[src/rtl/stream_advance_unit.sv]
module stream_advance_unit #(
  parameter int STREAMS = 16,
  parameter int MAX_ADV = 6,
  parameter int REG_W   = 16,
  parameter int CODE_W  = 2
) (
  input  logic                       clk,
  input  logic                       rst_n,
  input  logic                       mode_fast,
  input  logic                       frame_pulse,
  input  logic                       reg_wr,
  input  logic [$clog2(STREAMS)-1:0] reg_addr,
  input  logic [REG_W-1:0]           reg_wdata,
  output logic [REG_W-1:0]           reg_rdata,
  input  logic [STREAMS-1:0]         ser_in,
  output logic [STREAMS-1:0]         ser_out
);
  localparam int HALF = STREAMS / 2;
  localparam int SW   = $clog2(MAX_ADV + 1);

  logic [CODE_W-1:0] pend [STREAMS];
  logic [CODE_W-1:0] act  [STREAMS];
  logic [STREAMS*CODE_W-1:0] pend_flat, act_flat;
  logic unused_resv;

  assign unused_resv = ^reg_wdata[REG_W-1:CODE_W];
  assign reg_rdata = {{(REG_W-CODE_W){1'b0}}, pend[reg_addr]};

  always_ff @(posedge clk or negedge rst_n) begin
    if (!rst_n) begin
      for (int i = 0; i < STREAMS; i++) begin
        pend[i] <= '0;
        act[i]  <= '0;
      end
    end else begin
      if (reg_wr) pend[reg_addr] <= reg_wdata[CODE_W-1:0];
      if (frame_pulse)
        for (int i = 0; i < STREAMS; i++) act[i] <= pend[i];
    end
  end

  for (genvar g = 0; g < STREAMS; g++) begin : g_stream
    logic [MAX_ADV:1] line;
    logic [MAX_ADV:0] taps;
    logic [SW-1:0]    adv, idx;

    always_ff @(posedge clk or negedge rst_n)
      if (!rst_n) line <= '0;
      else        line <= {line[MAX_ADV-1:1], ser_in[g]};

    assign taps = {line, ser_in[g]};
    assign adv  = mode_fast ? SW'(act[g]) : SW'({act[g], 1'b0});
    assign idx  = SW'(MAX_ADV) - adv;

    if (g >= HALF) begin : g_upper
      assign ser_out[g] = mode_fast ? 1'b0 : taps[idx];
    end else begin : g_lower
      assign ser_out[g] = taps[idx];
    end

    assign pend_flat[g*CODE_W +: CODE_W] = pend[g];
    assign act_flat[g*CODE_W +: CODE_W]  = act[g];
  end
endmodule

[config.mk]
export PLATFORM = sky130hd
export DESIGN_NAME = stream_advance_unit
export DESIGN_NICKNAME = d
export VERILOG_FILES = /design/src/rtl/stream_advance_unit.sv
export SDC_FILE = /design/constraint.sdc
export NUM_CORES = 1
export LEC_CHECK = 0
export BUFFER_PORTS_ARGS = -buffer_cell sky130_fd_sc_hd__buf_4
export CORE_MARGIN = 5
export CORE_UTILIZATION = 40
export CTS_CLUSTER_DIAMETER = 60
export DETAILED_ROUTE_END_ITERATION = 7
export PLACE_DENSITY_LB_ADDON = 0.12
export SETUP_SLACK_MARGIN = 0.5
export SLEW_MARGIN = 10
export SYNTH_ARGS = -nofsm -noshare
export SYNTH_HDL_FRONTEND = slang
export SYNTH_SLANG_ARGS = --single-unit
[constraint.sdc]
create_clock -name clk -period 3.7 [get_ports clk]
set_clock_uncertainty 0.1 [all_clocks]
set_input_delay 0.555 -clock clk [delete_from_list [all_inputs] [get_ports clk]]
set_output_delay 0.555 -clock clk [all_outputs]
set_load 0.1 [all_outputs]
==> impl_metrics.env <==
export IMPL_outcome="complete, no violations"
export IMPL_timing_rr_end="act[17]"
export IMPL_area_growth_pct=18.9
export IMPL_crit_type="input pin to output port"
export IMPL_netlist_area_mm2=0.00634
export IMPL_tns_ns=0
export IMPL_grt_remaining_overflow=0
export IMPL_setup_viol=0
export IMPL_clk_latency_ns=0.42
export IMPL_initial_utilization_pct=40.4
export IMPL_syn_avg_cell_area_um2=14.7
export IMPL_min_period_over_period_pct=83.2
export IMPL_rows=46
export IMPL_grt_max_degree=82
export IMPL_firstDrtPassIters=4
export IMPL_synth_seq_cells=160
export IMPL_clock_path_buffers=2
export IMPL_vias=3476
export IMPL_worst_path_max_fanout=30
export IMPL_hold_violations=0
export IMPL_regArea_mm2=0.00400
export IMPL_dp_hpwl_um=7430
export IMPL_antenna_cells=0
export IMPL_cp_data_arrival_time_ns=2.42
export IMPL_cellLeakagePower_nw=3.32
export IMPL_grt_antenna_before_repair=0
export IMPL_fp_dieArea_mm2=0.0185
export IMPL_drv_cap=0
export IMPL_final_antenna_net_count=0
export IMPL_first_iter_violations=152
export IMPL_hold_path_class="input pin to asynchronous set/reset pin"
export IMPL_r2r_start="act[17]"
export IMPL_ir_drop_v=0.000451
export IMPL_rsz0062_at_grt="false"
export IMPL_required_ns=3.04
export IMPL_start_kind="input pin"
export IMPL_grt_usage_pct=13.5
export IMPL_grt_pass1_wl_um=19300
export IMPL_fin_crit_ns=3.08
export IMPL_yosysSeqAreaShare_pct=63.1
export IMPL_worstRegToRegCells=1
export IMPL_grt_pass1_vias=3651
export IMPL_cts_setup_buffers=0
export IMPL_cts_max_level=4
export IMPL_relSlewSlack_pct=50.8
export IMPL_yosysUniqueCellTypes=34
export IMPL_drive_gt1_share_pct=34.3
export IMPL_routed_wl_um=11400
export IMPL_cts_tree="yes"
export IMPL_multi_input_area_mm2=0.00225
export IMPL_yosysWarnings=0
export IMPL_wire_per_inst_um=16.0
export IMPL_place_gp_congestion=0.756
export IMPL_die_w_um=136
export IMPL_fillerInstances=1405
export IMPL_slew_violations=0
export IMPL_regToRegSetupSlack_ns=2.75
export IMPL_vias_per_cell=4.89
export IMPL_crit_path_end_kind="output port"
export IMPL_io_buffer_count=44
export IMPL_core_area_mm2=0.0157
export IMPL_layoutNonFillerInstCount=711
export IMPL_fmax_ghz=0.325
export IMPL_cts_sinks=160
export IMPL_p_per_area_mw_per_mm2=693
export IMPL_fin_nets=531
export IMPL_cts_root_buf="clkbuf_16"
export IMPL_syn_inst=433
export IMPL_clkTransAtPathRegs_ns=0.06
export IMPL_ios=73
export IMPL_die_h_um=136
export IMPL_dpl_cell_count=679
export IMPL_drc=0
export IMPL_cts_buffers=17
export IMPL_worst_slew_pin_slew_ns=0.738
==> kinds of logic (layout without fill, tap and decap cells) <==
| kind of cell | count (synthesis) | after routing | share of synthesized area (%) |
|---|---|---|---|
| buf+inv | 38 | 87 | 3.33 |
| simple gates | 88 | 88 | 7.26 |
| compound gates | 42 | 42 | 4.97 |
| xor+xnor | 8 | 8 | 1.10 |
| fa+ha+maj | 8 | 8 | 1.58 |
| flops | 160 | 160 | 63.1 |
| other cells | 1 | 14 | 0.0591 |
| mux | 88 | 88 | 18.6 |
==> flip-flops by register name, indices dropped and copies added (netlist names) <==
name           flops
pend              32
act               32
g_stream.line     96
==> metal layers <==
| metal | routed length, um | track usage, % | up-vias |
|---|---|---|---|
| li1 | - | - | 1616 |
| met1 | 5430 | 18.6 | 1795 |
| met2 | 5280 | 20.0 | 56 |
| met3 | 547 | 5.03 | 9 |
| met4 | 126 | 4.31 | 0 |
| met5 | 0 | 0 | - |
==> cell type report <==
class | count | share of cell area [%]
timing repair buffer | 47 | 5.06
sequential | 160 | 53.1
clock inverter | 11 | 1.71
tap | 216 | 3.58
clock buffer | 21 | 6.37
multi-input combinational | 248 | 29.8
inverter | 8 | 0.398
==> synth_stat cells <==
cell,number,share of area [%]
dfrtp_1,160,63
mux2_2,61,11
nor2_1,26,1.5
nand2_1,22,1.3
buf_4,15,1.8
mux4_2,13,4.6
nor2b_1,11,1.1
a21oi_1,8,0.63
a221o_1,8,1.3
a2bb2oi_1,8,1.1
and2_1,8,0.79
ha_1,8,1.6
inv_1,8,0.47
mux2i_1,8,1.3
nor3b_1,8,0.95
o21ai_0,8,0.63
o221ai_1,8,1.1
xnor2_1,8,1.1
clkbuf_1,7,0.41
buf_2,4,0.32
nand3_1,4,0.32
buf_1,3,0.18
mux4_1,3,1.2
a22oi_1,2,0.24
mux2_4,2,0.47
nand2b_1,2,0.20
nand3b_1,2,0.24
or3_1,2,0.20
buf_6,1,0.18
conb_1,1,0.059
mux2_1,1,0.18
nand3_4,1,0.28
nor3b_2,1,0.20
or3_4,1,0.18
==> repair_timing <==
action | in CTS | in global routing
hold buffers | 0 | 0
endpoints found under the setup margin | 8 | 2
endpoints found under the hold margin | 0 | 0
resized for setup | 3 | 2
==> where the power goes <==
group / leakage, nW / internal, mW / switching (mW)
Clock: 0.284 / 1.07 / 0.688
Sequential: 1.91 / 1.98 / 0.192
Combinational: 1.12 / 0.520 / 0.788
Total: 3.32 / 3.56 / 1.67
==> critical path: stages <==
cell and delay [ns]:
buf_12 0.17, mux2_2 0.36, ha_1 0.21, xnor2_2 0.17, mux4_2 0.51, nor2b_2 0.17, buf_4 0.23
==> how the worst max path moves through the flow <==
stage               startpoint           to  slack [ns]  cells after the start
detailed placement   mode_fast   ser_out[8]        0.37                      7
finish               mode_fast   ser_out[8]        0.62                      7
global route            act[5]  ser_out[13]        0.50                      6
floorplan            mode_fast   ser_out[0]        0.20                      3
global placement     mode_fast   ser_out[8]        0.37                      7
CTS                  mode_fast   ser_out[8]        0.54                      7
==> cells in the final DEF (no fill, tap or decap), types with 13 or more instances in the layout <==
| cell | Yosys | layout |
|---|---|---|
| buf_4 | 15 | 44 |
| clkbuf_16 | 0 | 17 |
| conb_1 | 1 | 14 |
| dfrtp_1 | 160 | 160 |
| mux2_2 | 61 | 61 |
| mux4_2 | 13 | 13 |
| nand2_1 | 22 | 22 |
| nor2_1 | 26 | 26 |
==> through the flow <==
| step | utilization (%) | power [mW] | instance area, um2 | hold slack, ns | setup slack (ns) |
|---|---|---|---|---|---|
| 2_1_floorplan | - | 3.23 | 6450 | 0.159 | 0.197 |
| 3_3_place_gp | 44.0 | 3.49 | 6910 | 0.233 | 0.373 |
| 3_5_place_dp | 44.0 | 3.51 | 6910 | 0.235 | 0.371 |
| 4_1_cts | 47.9 | 5.31 | 7530 | 0.0947 | 0.542 |
| 5_1_grt | 48.0 | 5.50 | 7550 | 0.114 | 0.503 |
| 6_report | 48.0 | 5.23 | 7550 | 0.0597 | 0.623 |
Power figures use the tool's default switching activity.
